===== src/rtl/cinh_pkg.sv =====
package cinh_pkg;
    typedef enum logic [1:0] {
        OP_READ  = 2'b00,
        OP_WRITE = 2'b01,
        OP_SET   = 2'b10,
        OP_CLEAR = 2'b11
    } csr_op_e;

    typedef enum logic [1:0] {
        PRIV_U = 2'b00,
        PRIV_S = 2'b01,
        PRIV_M = 2'b11
    } priv_e;

    typedef enum logic [1:0] {
        ST_IDLE,
        ST_DONE,
        ST_TRAP_ILL,
        ST_TRAP_VIRT
    } resp_state_e;

    typedef enum logic [1:0] {
        VIEW_NONE,
        VIEW_MACH,
        VIEW_SUP
    } view_e;

    typedef struct packed {
        view_e view;
        logic  trap_ill;
        logic  trap_virt;
    } access_t;
endpackage


===== src/rtl/cinh_access_check.sv =====
module cinh_access_check
    import cinh_pkg::*;
#(
    parameter int          ADDR_W = 12,
    parameter logic [11:0] S_ADDR = 12'h120,
    parameter logic [11:0] M_ADDR = 12'h320
) (
    input  logic [ADDR_W-1:0] addr_i,
    input  logic [1:0]        priv_i,
    input  logic              virt_i,
    input  logic              deleg_en_i,
    output access_t           acc_o
);
    logic is_m;
    logic is_sview;
    logic is_machine_priv;

    assign is_m            = (addr_i == ADDR_W'(M_ADDR));
    assign is_sview        = (addr_i == ADDR_W'(S_ADDR));
    assign is_machine_priv = (priv_i == PRIV_M);

    always_comb begin
        acc_o = '{view: VIEW_NONE, trap_ill: 1'b0, trap_virt: 1'b0};
        if (is_m) begin
            if (is_machine_priv) acc_o.view = VIEW_MACH;
            else                 acc_o.trap_ill = 1'b1;
        end else if (is_sview) begin
            if (!deleg_en_i)                       acc_o.trap_ill  = 1'b1;
            else if (is_machine_priv)              acc_o.view      = VIEW_SUP;
            else if (virt_i)                       acc_o.trap_virt = 1'b1;
            else if (priv_i == PRIV_S)             acc_o.view      = VIEW_SUP;
            else                                   acc_o.trap_ill  = 1'b1;
        end else begin
            acc_o.trap_ill = 1'b1;
        end
    end
endmodule


===== src/rtl/cinh_merge.sv =====
module cinh_merge
    import cinh_pkg::*;
#(
    parameter int CNT_W = 32
) (
    input  logic [CNT_W-1:0] cur_i,
    input  logic [CNT_W-1:0] operand_i,
    input  logic [CNT_W-1:0] win_mask_i,
    input  logic [1:0]       op_i,
    output logic [CNT_W-1:0] view_o,
    output logic [CNT_W-1:0] next_o
);
    for (genvar b = 0; b < CNT_W; b++) begin : g_bit
        logic seen;
        logic upd;
        assign seen = cur_i[b] & win_mask_i[b];
        always_comb begin
            unique case (csr_op_e'(op_i))
                OP_READ:  upd = seen;
                OP_WRITE: upd = operand_i[b];
                OP_SET:   upd = seen | operand_i[b];
                OP_CLEAR: upd = seen & ~operand_i[b];
                default:  upd = seen;
            endcase
        end
        assign view_o[b] = seen;
        assign next_o[b] = win_mask_i[b] ? upd : cur_i[b];
    end
endmodule


===== src/rtl/cinh_csr_unit.sv =====
module cinh_csr_unit
    import cinh_pkg::*;
#(
    parameter int          CNT_W     = 32,
    parameter int          ADDR_W    = 12,
    parameter logic [11:0] S_ADDR    = 12'h120,
    parameter logic [11:0] M_ADDR    = 12'h320,
    parameter logic [31:0] IMPL_MASK = 32'h0000_FFFF
) (
    input  logic              clk_i,
    input  logic              rst_ni,
    input  logic              csr_valid_i,
    input  logic [ADDR_W-1:0] csr_addr_i,
    input  logic [1:0]        csr_op_i,
    input  logic [CNT_W-1:0]  csr_wdata_i,
    input  logic [1:0]        priv_i,
    input  logic              virt_i,
    input  logic              deleg_en_i,
    input  logic [CNT_W-1:0]  deleg_mask_i,
    output logic [CNT_W-1:0]  rdata_o,
    output logic              illegal_o,
    output logic              virtual_o,
    output logic              done_o,
    output logic [CNT_W-1:0]  inhibit_o
);
    localparam int             TIME_BIT = 1;
    localparam logic [CNT_W-1:0] LEGAL  = CNT_W'(IMPL_MASK) & ~(CNT_W'(1) << TIME_BIT);

    resp_state_e      state_q, state_d;
    access_t          acc;
    logic [CNT_W-1:0] minh_q;
    logic [CNT_W-1:0] rdata_q;
    logic [CNT_W-1:0] win_mask;
    logic [CNT_W-1:0] view_val;
    logic [CNT_W-1:0] next_val;
    logic             commit;

    cinh_access_check #(
        .ADDR_W (ADDR_W),
        .S_ADDR (S_ADDR),
        .M_ADDR (M_ADDR)
    ) u_check (
        .addr_i     (csr_addr_i),
        .priv_i     (priv_i),
        .virt_i     (virt_i),
        .deleg_en_i (deleg_en_i),
        .acc_o      (acc)
    );

    assign win_mask = (acc.view == VIEW_SUP) ? (deleg_mask_i & LEGAL) : LEGAL;

    cinh_merge #(
        .CNT_W (CNT_W)
    ) u_merge (
        .cur_i      (minh_q),
        .operand_i  (csr_wdata_i),
        .win_mask_i (win_mask),
        .op_i       (csr_op_i),
        .view_o     (view_val),
        .next_o     (next_val)
    );

    // next result state
    always_comb begin
        state_d = ST_IDLE;
        if (csr_valid_i) begin
            if (acc.trap_ill)       state_d = ST_TRAP_ILL;
            else if (acc.trap_virt) state_d = ST_TRAP_VIRT;
            else                    state_d = ST_DONE;
        end
    end

    always_ff @(posedge clk_i) begin
        if (!rst_ni) state_q <= ST_IDLE;
        else         state_q <= state_d;
    end

    assign commit = csr_valid_i && (state_d == ST_DONE) && (csr_op_i != OP_READ);

    always_ff @(posedge clk_i) begin
        if (!rst_ni) begin
            minh_q  <= '0;
            rdata_q <= '0;
        end else begin
            if (commit) minh_q <= next_val;
            rdata_q <= (state_d == ST_DONE) ? view_val : '0;
        end
    end

    // outputs from the result state
    always_comb begin
        illegal_o = 1'b0;
        virtual_o = 1'b0;
        done_o    = 1'b1;
        unique case (state_q)
            ST_IDLE:      done_o    = 1'b0;
            ST_DONE:      ;
            ST_TRAP_ILL:  illegal_o = 1'b1;
            ST_TRAP_VIRT: virtual_o = 1'b1;
            default:      done_o    = 1'b0;
        endcase
    end

    assign rdata_o   = rdata_q;
    assign inhibit_o = minh_q;
endmodule


===== config.mk =====
export PLATFORM = sky130hd
export DESIGN_NAME = cinh_csr_unit
export DESIGN_NICKNAME = d
export VERILOG_FILES = /design/src/rtl/cinh_pkg.sv /design/src/rtl/cinh_access_check.sv /design/src/rtl/cinh_merge.sv /design/src/rtl/cinh_csr_unit.sv
export SDC_FILE = /design/constraint.sdc
export NUM_CORES = 1
export LEC_CHECK = 0
export ABC_AREA = 1
export ABC_CLOCK_PERIOD_IN_PS = 3550
export BUFFER_PORTS_ARGS = -buffer_cell sky130_fd_sc_hd__buf_2
export CAP_MARGIN = 10
export CORE_ASPECT_RATIO = 0.75
export CORE_MARGIN = 2
export CORE_UTILIZATION = 40
export CTS_CLUSTER_DIAMETER = 120
export DETAILED_ROUTE_END_ITERATION = 8
export PLACE_DENSITY = 0.78
export SLEW_MARGIN = 40
export SYNTH_ARGS = -nofsm -noshare
export SYNTH_HDL_FRONTEND = slang
export SYNTH_SLANG_ARGS = --single-unit

===== constraint.sdc =====
create_clock -name clk_i -period 3.55 [get_ports clk_i]
set_input_delay 0.71 -clock clk_i [delete_from_list [all_inputs] [get_ports clk_i]]
set_output_delay 0.71 -clock clk_i [all_outputs]
set_load 0.05 [all_outputs]

; ---- Yosys cells after proc, flatten, opt, wreduce, memory -nomap -nowiden
; Cells that the tools add are included.
[op_classes]
mux = 55
reduce_logical = 38
bitwise_logic = 128
eq_ne = 11
[op_table]
columns = operator, n
row1 = 1-bit case mux with 4 select lines, 32
row2 = 2-bit AND reduction, 33
row3 = 1-bit AND, 48
row4 = 1-bit inverter, 32
row5 = 1-bit OR, 32
row6 = "1-bit AND, second input constant", 16
row7 = 16-bit two-way mux, 1
row8 = 2-bit two-way mux, 8
row9 = "12-bit by 10-bit == test with 1-bit output, second input constant", 1
row10 = "12-bit by 9-bit == test with 1-bit output, second input constant", 1
row11 = "2-bit == test, second input constant", 6
row12 = 1-bit two-way mux, 12
row13 = "2-bit by 1-bit == test with 1-bit output, second input constant", 3
row14 = 3-bit two-way mux, 2
row15 = 2-bit zero test, 2
row16 = 1-bit logical AND, 2
row17 = 2-bit nonzero test, 1
[word_totals]
register_bits = 66
out_inout_bits = 67
wordCells = 266
in_bits = 85

; ---- Logic depth before layout (Yosys ltp)
; Gate-level depths: netlist of run 1.
[depth]
depth_word = 14
ltp_mapped = 11
mapped_depth_nobuf = 10

; ---- Hierarchy
; A second synthesis of run 1 with hierarchy kept.
[hier_totals]
hier_cells = 756
area_unflattened_um2 = 4446.8
[modules_own_cells]
columns = mod, area_per_inst_um2, seq_area_each_um2, cells_each, instances
row1 = cinh_csr_unit, 2808.9, 1321.3, 423, 1
row2 = cinh_merge, 1522.7, 0.0, 305, 1
row3 = cinh_access_check, 115.1, 0.0, 28, 1

; ---- Worst setup path after synthesis of run 1
; No wires, ideal clock.
[synth_timing]
path_kind = in2reg
startpoint = input port csr_addr_i[1]
endpoint = register minh_q[10] (netlist: inhibit_o[10])
slack_ns = 1.734
required_ns = 3.437
arrival_time_ns = 1.703
cell_stages = 9
path_buffers = 1
setup_ns = 0.113
cell_sequence = nor2_1 > nand2_2 > nor2_8 > nand3_2 > clkbuf_8 > nand4_2 > nand2_1 > nand2_1 > nor2_1
[synth_via]
elab_chain_len = 10
word_cells_on_any_way = 20
cone_classes = eq/ne: 4 / mux: 10 / bitwise: 3 / reduce/logical: 3
[synth_rtl]
columns = item, line_no
row1 = start: declaration, cinh_csr_unit.sv:13  ; input logic [ADDR_W-1:0] csr_addr_i,
row2 = 12-bit by 9-bit == test with 1-bit output, cinh_access_check.sv:19  ; assign is_sview = (addr_i == ADDR_W'(S_ADDR));
row3 = 1-bit two-way mux, cinh_access_check.sv:27  ; end else if (is_sview) begin
row4 = 1-bit two-way mux, cinh_access_check.sv:24  ; if (is_m) begin
row5 = 2-bit two-way mux, cinh_csr_unit.sv:68  ; else if (acc.trap_virt) state_d = ST_TRAP_VIRT;
row6 = 2-bit two-way mux, cinh_csr_unit.sv:67  ; if (acc.trap_ill) state_d = ST_TRAP_ILL;
row7 = 2-bit two-way mux, cinh_csr_unit.sv:66  ; if (csr_valid_i) begin
row8 = 2-bit by 1-bit == test with 1-bit output, cinh_csr_unit.sv:78  ; assign commit = csr_valid_i && (state_d == ST_DONE) && (csr_op_i != OP_READ);
row9 = 1-bit logical AND (2 in series), cinh_csr_unit.sv:78
row10 = 2-bit AND reduction (no source line), --
row11 = end signal: assignment, cinh_csr_unit.sv:85  ; if (commit) minh_q <= next_val;
row12 = end: declaration, cinh_csr_unit.sv:31  ; logic [CNT_W-1:0] minh_q;
; Parallel ways exist; a longest one is shown, timed or not.
; A chain may end at the register's enable or synchronous reset.

; ---- Worst setup path in the final report of run 1
[layout_timing]
startpoint = input port csr_addr_i[1]
endpoint = register rdata_q[13] (netlist: rdata_o[13])
[layout_via]
elab_chain_len = 8
word_cells_on_any_way = 15
cone_classes = eq/ne: 4 / mux: 9 / bitwise: 1 / reduce/logical: 1
[layout_rtl]
columns = item, line_no
row1 = 12-bit by 9-bit == test with 1-bit output, cinh_access_check.sv:19
row2 = 1-bit two-way mux, cinh_access_check.sv:27
row3 = 1-bit two-way mux, cinh_access_check.sv:24
row4 = 2-bit two-way mux, cinh_csr_unit.sv:68
row5 = 2-bit two-way mux, cinh_csr_unit.sv:67
row6 = 2-bit two-way mux, cinh_csr_unit.sv:66
row7 = 2-bit by 1-bit == test with 1-bit output, cinh_csr_unit.sv:86  ; rdata_q <= (state_d == ST_DONE) ? view_val : '0;
row8 = 2-bit AND reduction (no source line), --
row9 = end signal: assignment, cinh_csr_unit.sv:86
row10 = end: declaration, cinh_csr_unit.sv:32  ; logic [CNT_W-1:0] rdata_q;
; Parallel ways exist; a longest one is shown, timed or not.

==> results_tabular.tex, run 1 <==
\begin{tabular}{lr}
\hline
Metric & Value \\
\hline
\multicolumn{2}{l}{\textbf{Run status}} \\
\quad Run status & complete, no violations \\
\multicolumn{2}{l}{\textbf{STA}} \\
\quad Max Fclk & 433 MHz \\
\quad Hold Vio Cnt, Final & 0 \\
\quad Unrepaired setup endpoints after global routing & false \\
\quad Setup Total Neg Slack & 0 ns \\
\quad Final number of max-transition violations & 0 \\
\quad Total setup violations reported at the end of the flow & 0 \\
\quad Slew Limit Headroom & 64.1\% \\
\quad Setup Skew & 0.00396 ns \\
\quad Share of the cycle needed by the critical path after routing & 65.1\% \\
\quad Measured slew at the worst slew-check pin & 0.538 ns \\
\quad Post-layout minimum cycle time & 2.31 ns \\
\multicolumn{2}{l}{\textbf{Layout}} \\
\quad Net total in the final layout & 511 \\
\quad Fin util & 47.1\% \\
\quad Relative area change from synthesis to final layout & 15.6\% \\
\quad Final standard cell count with taps included and fillers excluded & 505 \\
\quad Total inserted antenna cells & 0 \\
\quad Fraction of layout instances using a drive strength above 1 & 28.1\% \\
\multicolumn{2}{l}{\textbf{Synthesis}} \\
\quad Mapped Avg Cell Area & 6.74 sq um \\
\quad Number of enable flip-flop cells after synthesis & 0 \\
\quad Cell Area, Synth & 2340 sq um \\
\quad Post-synth top flop & sky130\_fd\_sc\_hd\_\_dfxtp\_1 \\
\quad Share of Yosys cell area claimed by the top area cell type & 27.4\% \\
\quad Seq/Total Area, Yosys & 27.4\% \\
\quad Most used standard cell by instance count after synthesis & sky130\_fd\_sc\_hd\_\_nand2\_1 \\
\quad Most used standard cells in the synthesized netlist & sky130\_fd\_sc\_hd\_\_nand2\_1 (86), sky130\_fd\_sc\_hd\_\_nor2\_1 (55), sky130\_fd\_sc\_hd\_\_inv\_1 (39), sky130\_fd\_sc\_hd\_\_buf\_4 (34), sky130\_fd\_sc\_hd\_\_dfxtp\_1 (32) \\
\quad Post-synth top area cell & sky130\_fd\_sc\_hd\_\_dfxtp\_1 \\
\quad Number of standard cells after synthesis & 347 \\
\quad Main area contributors after synthesis & sky130\_fd\_sc\_hd\_\_dfxtp\_1 (27\%), sky130\_fd\_sc\_hd\_\_nand2\_1 (14\%), sky130\_fd\_sc\_hd\_\_buf\_4 (11\%) \\
\quad Number of different library cells in the post-synthesis netlist & 27 \\
\quad Share of synthesized flip-flops with an asynchronous set or reset & 0\% \\
\quad Flop and latch count out of synthesis & 32 \\
\quad Synthesis warning total & 0 \\
\multicolumn{2}{l}{\textbf{Run}} \\
\quad Max cap viols & 0 \\
\multicolumn{2}{l}{\textbf{CTS}} \\
\quad Clock sink count & 32 \\
\quad Root cell of the clock tree & sky130\_fd\_sc\_hd\_\_clkbuf\_8 \\
\quad TritonCTS buffer count & 5 \\
\quad Number of buffers inserted by post-CTS setup repair & 0 \\
\quad Resized Gates After CTS & 0 \\
\quad Clock tree buffer depth & 2 \\
\quad TritonCTS clock tree & built \\
\quad Worst-skew pair later-pin latency & 0.28 ns \\
\quad H-tree depth & 2 \\
\quad CTS Hold Bufs & 0 \\
\quad Clock edge transition at the registers on the reported setup and hold paths & 0.07 ns \\
\multicolumn{2}{l}{\textbf{Global route}} \\
\quad GRT Total Usage & 18.8\% \\
\quad Via count of the first global-routing pass & 2105 \\
\quad Antenna violations before repair & 0 \\
\quad Maximum number of pins on one net before global-route repair & 24 \\
\quad Wire length of the first global-routing pass & 9.64 mm \\
\quad Final global-route overflow total & 0 \\
\multicolumn{2}{l}{\textbf{Placement}} \\
\quad Number of buffer cells added on primary ports & 83 \\
\quad Placed wire-length estimate after detailed placement & 4.37 mm \\
\quad Number of instances in the placed design & 497 \\
\quad RePlAce Congestion & 0.776 \\
\multicolumn{2}{l}{\textbf{Setup path}} \\
\quad WS Path Type & in -> reg \\
\quad Source of the critical timing path & csr\_addr\_i[1] \\
\quad Maximum fanout count along the critical path & 18 \\
\quad R2R Setup Slk & 2.79 ns \\
\quad Critical path endpoint category & flip-flop \\
\quad Reg-to-reg critical path endpoint & inhibit\_o[13]\$\_SDFFE\_PN0P\_ \\
\quad Reg2Reg Depth & 4 \\
\quad Worst setup endpoint & rdata\_o[13]\$\_SDFF\_PN0\_ \\
\quad Worst Path Required & 3.71 ns \\
\quad Element type at the critical path start & primary input \\
\quad Crit path arrival time & 2.47 ns \\
\quad Startpoint of the most critical register-to-register path & inhibit\_o[13]\$\_SDFFE\_PN0P\_ \\
\multicolumn{2}{l}{\textbf{Routing}} \\
\quad Post-route antenna net violation count & 0 \\
\quad Vias post-DR & 2324 \\
\quad DRT iter0 DRCs & 92 \\
\quad Routed length per placed instance & 11.9 um \\
\quad DRC violation count after routing & 0 \\
\quad Total wire length after detailed routing & 6.01 mm \\
\quad Number of search-and-repair iterations in the first detailed-routing pass & 4 \\
\quad Vias per inst & 4.60 \\
\multicolumn{2}{l}{\textbf{Power}} \\
\quad Cell leakage power & 0.00145 uW \\
\quad IR Drop Worst-Case VDD & 0.151 mV \\
\quad Total power consumption of the routed design & 839 uW \\
\quad Power per Cell Area & 310 nW/um\^{}2 \\
\multicolumn{2}{l}{\textbf{Min path}} \\
\quad Path class of the lowest-slack min-delay path & reg -> reg \\
\quad Hold Startpoint & inhibit\_o[15]\$\_SDFFE\_PN0P\_ \\
\multicolumn{2}{l}{\textbf{Floorplan}} \\
\quad Core Rows & 24 \\
\quad Vertical die dimension & 70.2 um \\
\quad Area of the die & 6480 sq um \\
\quad Initial standard-cell utilization of the core & 40.8\% \\
\quad Die width & 92.3 um \\
\quad Placeable Area & 5740 sq um \\
\quad Num ports & 152 \\
\hline
\end{tabular}
==> layout make-up <==
cell class / instances / area (sq um)
fillers: 606 / 3030
multi-input cells: 260 / 1280
flip-flops and latches: 32 / 641
repair buffers: 87 / 445
inverters: 40 / 150
well taps: 78 / 97.6
clock buffers: 8 / 90.1
==> layer usage <==
layer	GRT usage [%]	share of wire [%]	wire length, um	vias to the layer above
met2	29.7	45	2720	98
met4	8.62	1.7	103	0
met1	24.0	45	2710	1020
met5	0	0	0	-
met3	5.07	7.9	472	12
li1	-	-	-	1194
==> power by group <==
group | switching, uW | internal, uW
Clock | 138 | 158
Sequential | 0.416 | 359
Combinational | 144 | 38.6
==> cells in the final DEF, fill, tap and decap left out <==
| cell type | instances |
|---|---|
| sky130_fd_sc_hd__nor2_1 | 55 |
| sky130_fd_sc_hd__nor2_8 | 1 |
| sky130_fd_sc_hd__conb_1 | 34 |
| sky130_fd_sc_hd__inv_1 | 39 |
| sky130_fd_sc_hd__clkbuf_1 | 2 |
| sky130_fd_sc_hd__nand4_2 | 9 |
| sky130_fd_sc_hd__o21ai_0 | 15 |
| sky130_fd_sc_hd__nand3_1 | 15 |
| sky130_fd_sc_hd__dfxtp_1 | 32 |
| sky130_fd_sc_hd__nand2_2 | 3 |
| sky130_fd_sc_hd__or2_2 | 1 |
| sky130_fd_sc_hd__inv_2 | 1 |
| sky130_fd_sc_hd__nand2_1 | 86 |
| sky130_fd_sc_hd__xor2_1 | 1 |
| sky130_fd_sc_hd__nand4_1 | 26 |
| sky130_fd_sc_hd__buf_4 | 4 |
| sky130_fd_sc_hd__a21oi_1 | 2 |
| sky130_fd_sc_hd__nand2_4 | 1 |
| sky130_fd_sc_hd__nand3_2 | 1 |
| sky130_fd_sc_hd__clkbuf_8 | 6 |
| sky130_fd_sc_hd__a21oi_2 | 1 |
| sky130_fd_sc_hd__a21oi_4 | 1 |
| sky130_fd_sc_hd__buf_2 | 83 |
| sky130_fd_sc_hd__nor2_2 | 5 |
| sky130_fd_sc_hd__nand3_4 | 2 |
| sky130_fd_sc_hd__nand4_4 | 1 |
==> state kept, by name, indices dropped and copies added (netlist names) <==
register,flops
state_q,2
inhibit_o,15
rdata_o,15
==> worst min-delay path by stage <==
| stage | endpoint | slack (ns) | cells after the start |
|---|---|---|---|
| after floorplan | rdata_o[0]$_SDFF_PN0_ | 0.69 | 2 |
| after global placement | rdata_o[8]$_SDFF_PN0_ | 0.46 | 2 |
| after detailed placement | rdata_o[10]$_SDFF_PN0_ | 0.47 | 2 |
| after CTS | rdata_o[15]$_SDFF_PN0_ | 0.48 | 2 |
| after global routing | rdata_o[11]$_SDFF_PN0_ | 0.50 | 2 |
| final | rdata_o[15]$_SDFF_PN0_ | 0.48 | 2 |
==> metrics by stage <==
step | hold WS, ns | setup slack [ns] | cell area, sq um
after floorplan | 0.688 | 1.73 | 2460
after global placement | 0.462 | 0.968 | 2610
after detailed placement | 0.467 | 0.935 | 2610
after CTS | 0.478 | 1.24 | 2700
after global routing | 0.501 | 1.07 | 2700
final | 0.475 | 1.24 | 2700
==> cells by family (layout without fill, tap and decap cells) <==
family / after synthesis / after routing / synth area share [%]
buf+inv: 88 / 135 / 23.3
xor+xnor: 1 / 1 / 0.375
compound gates: 19 / 19 / 4.55
simple gates: 206 / 206 / 44.2
other cells: 1 / 34 / 0.160
flops: 32 / 32 / 27.4
==> critical path, cell delays in order <==
cell and delay (ns):
sky130_fd_sc_hd__buf_2 0.10, sky130_fd_sc_hd__nor2_1 0.12, sky130_fd_sc_hd__nand2_2 0.10, sky130_fd_sc_hd__nor2_8 0.32
sky130_fd_sc_hd__nand3_2 0.50, sky130_fd_sc_hd__nand2_2 0.53, sky130_fd_sc_hd__nor2_1 0.08
Power figures use the tool's default switching activity.
==> run 2, diff against run 1 <==
--- a/config.mk
+++ b/config.mk
@@ -6,15 +6,15 @@
 export NUM_CORES = 1
 export LEC_CHECK = 0
 export ABC_AREA = 1
-export ABC_CLOCK_PERIOD_IN_PS = 3550
+export ABC_CLOCK_PERIOD_IN_PS = 2100
 export BUFFER_PORTS_ARGS = -buffer_cell sky130_fd_sc_hd__buf_2
 export CAP_MARGIN = 10
 export CORE_ASPECT_RATIO = 0.75
 export CORE_MARGIN = 2
-export CORE_UTILIZATION = 40
+export CORE_UTILIZATION = 39
 export CTS_CLUSTER_DIAMETER = 120
 export DETAILED_ROUTE_END_ITERATION = 8
-export PLACE_DENSITY = 0.78
+export PLACE_DENSITY = 0.79
 export SLEW_MARGIN = 40
 export SYNTH_ARGS = -nofsm -noshare
 export SYNTH_HDL_FRONTEND = slang
==> constraint.sdc (replaced) <==
create_clock -name clk_i -period 2.1 [get_ports clk_i]
set_input_delay 0.42 -clock clk_i [delete_from_list [all_inputs] [get_ports clk_i]]
set_output_delay 0.42 -clock clk_i [all_outputs]
set_load 0.05 [all_outputs]
==> results_tabular.tex, run 2 (synthesized netlist as in run 1, its figures left out) <==
\begin{tabular}{lr}
\hline
Metric & Value \\
\hline
\multicolumn{2}{l}{\textbf{Run status}} \\
\quad Run status & complete, no violations \\
\multicolumn{2}{l}{\textbf{Layout}} \\
\quad Fin util & 47.0\% \\
\quad Filler Cells Inserted & 602 \\
\quad Fraction of layout instances using a drive strength above 1 & 28.6\% \\
\quad Leading cell type in the layout, fill and taps excluded & sky130\_fd\_sc\_hd\_\_nand2\_1 \\
\quad Highest-count cells in the layout ignoring fill and taps & sky130\_fd\_sc\_hd\_\_nand2\_1 (86), sky130\_fd\_sc\_hd\_\_buf\_2 (83), sky130\_fd\_sc\_hd\_\_nor2\_1 (55) \\
\quad Total inserted antenna cells & 0 \\
\quad Relative area change from synthesis to final layout & 16.6\% \\
\quad Net total in the final layout & 514 \\
\multicolumn{2}{l}{\textbf{CTS}} \\
\quad Resized Gates After CTS & 0 \\
\quad Clock edge transition at the registers on the reported setup and hold paths & 0.07 ns \\
\quad TritonCTS clock tree & built \\
\quad Clock sink count & 32 \\
\quad H-tree depth & 2 \\
\quad Root cell of the clock tree & sky130\_fd\_sc\_hd\_\_clkbuf\_8 \\
\quad TritonCTS buffer count & 5 \\
\quad Number of buffers inserted by post-CTS setup repair & 0 \\
\quad Worst-skew pair later-pin latency & 0.27 ns \\
\quad Clock tree buffer depth & 2 \\
\quad CTS Hold Bufs & 0 \\
\multicolumn{2}{l}{\textbf{Global route}} \\
\quad Final global-route overflow total & 0 \\
\quad Wire length of the first global-routing pass & 10.2 mm \\
\quad Antenna violations before repair & 0 \\
\quad Maximum number of pins on one net before global-route repair & 22 \\
\quad Via count of the first global-routing pass & 2261 \\
\quad GRT Total Usage & 19.2\% \\
\multicolumn{2}{l}{\textbf{Routing}} \\
\quad Routed length per placed instance & 12.1 um \\
\quad Vias post-DR & 2317 \\
\quad Post-route antenna net violation count & 0 \\
\quad Number of search-and-repair iterations in the first detailed-routing pass & 4 \\
\quad Total wire length after detailed routing & 6.12 mm \\
\quad DRT iter0 DRCs & 61 \\
\quad Vias per inst & 4.56 \\
\quad DRC violation count after routing & 0 \\
\multicolumn{2}{l}{\textbf{Floorplan}} \\
\quad Core Rows & 24 \\
\quad Die width & 93.4 um \\
\quad Area of the die & 6640 sq um \\
\quad Num ports & 152 \\
\quad Placeable Area & 5800 sq um \\
\quad Vertical die dimension & 71.1 um \\
\quad Initial standard-cell utilization of the core & 40.3\% \\
\multicolumn{2}{l}{\textbf{Setup path}} \\
\quad Dominant delay contributor by cell family on the critical path & simple AND/OR/NAND/NOR gates \\
\quad Maximum fanout count along the critical path & 10 \\
\quad Element type at the critical path start & primary input \\
\quad Worst path slowest cell & sky130\_fd\_sc\_hd\_\_buf\_4 \\
\quad WS Path Type & in -> reg \\
\quad WP buf/inv & 2 \\
\quad Critical path endpoint category & flip-flop \\
\quad R2R Setup Slk & 1.33 ns \\
\quad Crit path arrival time & 1.82 ns \\
\quad Worst Path Required & 2.27 ns \\
\quad Cell breakdown of the critical path & buf\_2 -> nor2\_1 -> nand2\_2 -> nor2\_8 -> nand3\_2 -> buf\_4 -> nand4\_1 -> nand2\_1 -> nand2\_1 -> nor2\_1 \\
\quad Slowest stage delay, CP & 0.29 ns \\
\multicolumn{2}{l}{\textbf{Placement}} \\
\quad Placed wire-length estimate after detailed placement & 4.61 mm \\
\quad Number of buffer cells added on primary ports & 83 \\
\quad RePlAce Congestion & 0.801 \\
\multicolumn{2}{l}{\textbf{Power}} \\
\quad Cell leakage power & 0.00147 uW \\
\quad Power per Cell Area & 516 nW/um\^{}2 \\
\quad IR Drop Worst-Case VDD & 0.312 mV \\
\multicolumn{2}{l}{\textbf{Min path}} \\
\quad Path class of the lowest-slack min-delay path & reg -> reg \\
\multicolumn{2}{l}{\textbf{STA}} \\
\quad Share of the cycle needed by the critical path after routing & 78.9\% \\
\quad Max Fclk & 603 MHz \\
\quad Final number of max-transition violations & 0 \\
\quad Post-layout minimum cycle time & 1.66 ns \\
\quad Total setup violations reported at the end of the flow & 0 \\
\quad Setup Total Neg Slack & 0 ns \\
\quad Final Hold Slack & 0.475 ns \\
\quad Unrepaired setup endpoints after global routing & false \\
\quad Setup Skew & 0.00479 ns \\
\quad Hold Vio Cnt, Final & 0 \\
\multicolumn{2}{l}{\textbf{Run}} \\
\quad Max cap viols & 0 \\
\hline
\end{tabular}
[run 2: cell count changes in the layout (fill, tap and decap cells not counted)]
cell and delta:
sky130_fd_sc_hd__buf_4 +3
[run 2: final cells by class]
cell class	count	area (sq um)	area share, %
Multi-Input combinational cell	260	1280	46.9
Sequential cell	32	641	23.5
Timing Repair Buffer	90	468	17.2
Inverter	40	150	5.51
Tap cell	78	97.6	3.58
Clock buffer	8	90.1	3.30
[run 2: worst paths after layout]
path	endpoint	depth (start not counted)	startpoint
worst min-delay path	rdata_o[9]$_SDFF_PN0_	2	inhibit_o[9]$_SDFFE_PN0P_
worst max-delay path	inhibit_o[7]$_SDFFE_PN0P_	10	csr_addr_i[1]
worst max register to register	inhibit_o[7]$_SDFFE_PN0P_	4	inhibit_o[7]$_SDFFE_PN0P_
worst min register to register	rdata_o[9]$_SDFF_PN0_	2	inhibit_o[9]$_SDFFE_PN0P_
[run 2: per-layer routing]
metal  global-route usage (%)  wire, um  up-vias
met2                     32.4      2850       82
li1                         -         -     1197
met3                     4.69       463        2
met4                     5.23        22        0
met1                     24.5      2780     1036
met5                        0         0        -
[run 2: worst reg2reg max path, cell delays in order, from the launching register on]
cell and delay (ns):
sky130_fd_sc_hd__dfxtp_1 0.40, sky130_fd_sc_hd__nand3_1 0.11, sky130_fd_sc_hd__nand2_1 0.07, sky130_fd_sc_hd__nor2_1 0.04, sky130_fd_sc_hd__nor2_1 0.09
[run 2: power by group]
| group | internal [uW] | switching, uW | total [uW] |
|---|---|---|---|
| clock network | 267 | 220 | 487 |
| logic | 66.0 | 245 | 311 |
| registers | 608 | 0.675 | 608 |
| total | 941 | 466 | 1410 |
[run 2: through the flow]
stage | setup slack [ns] | power, uW | cell area, sq um | std cells
CTS | 0.435 | 1420 | 2730 | 508
detailed placement | 0.144 | 932 | 2640 | 500
floorplan | 0.574 | 905 | 2460 | 380
finish | 0.443 | 1410 | 2730 | 508
global route | 0.359 | 1480 | 2730 | 508
global placement | 0.165 | 927 | 2640 | 500
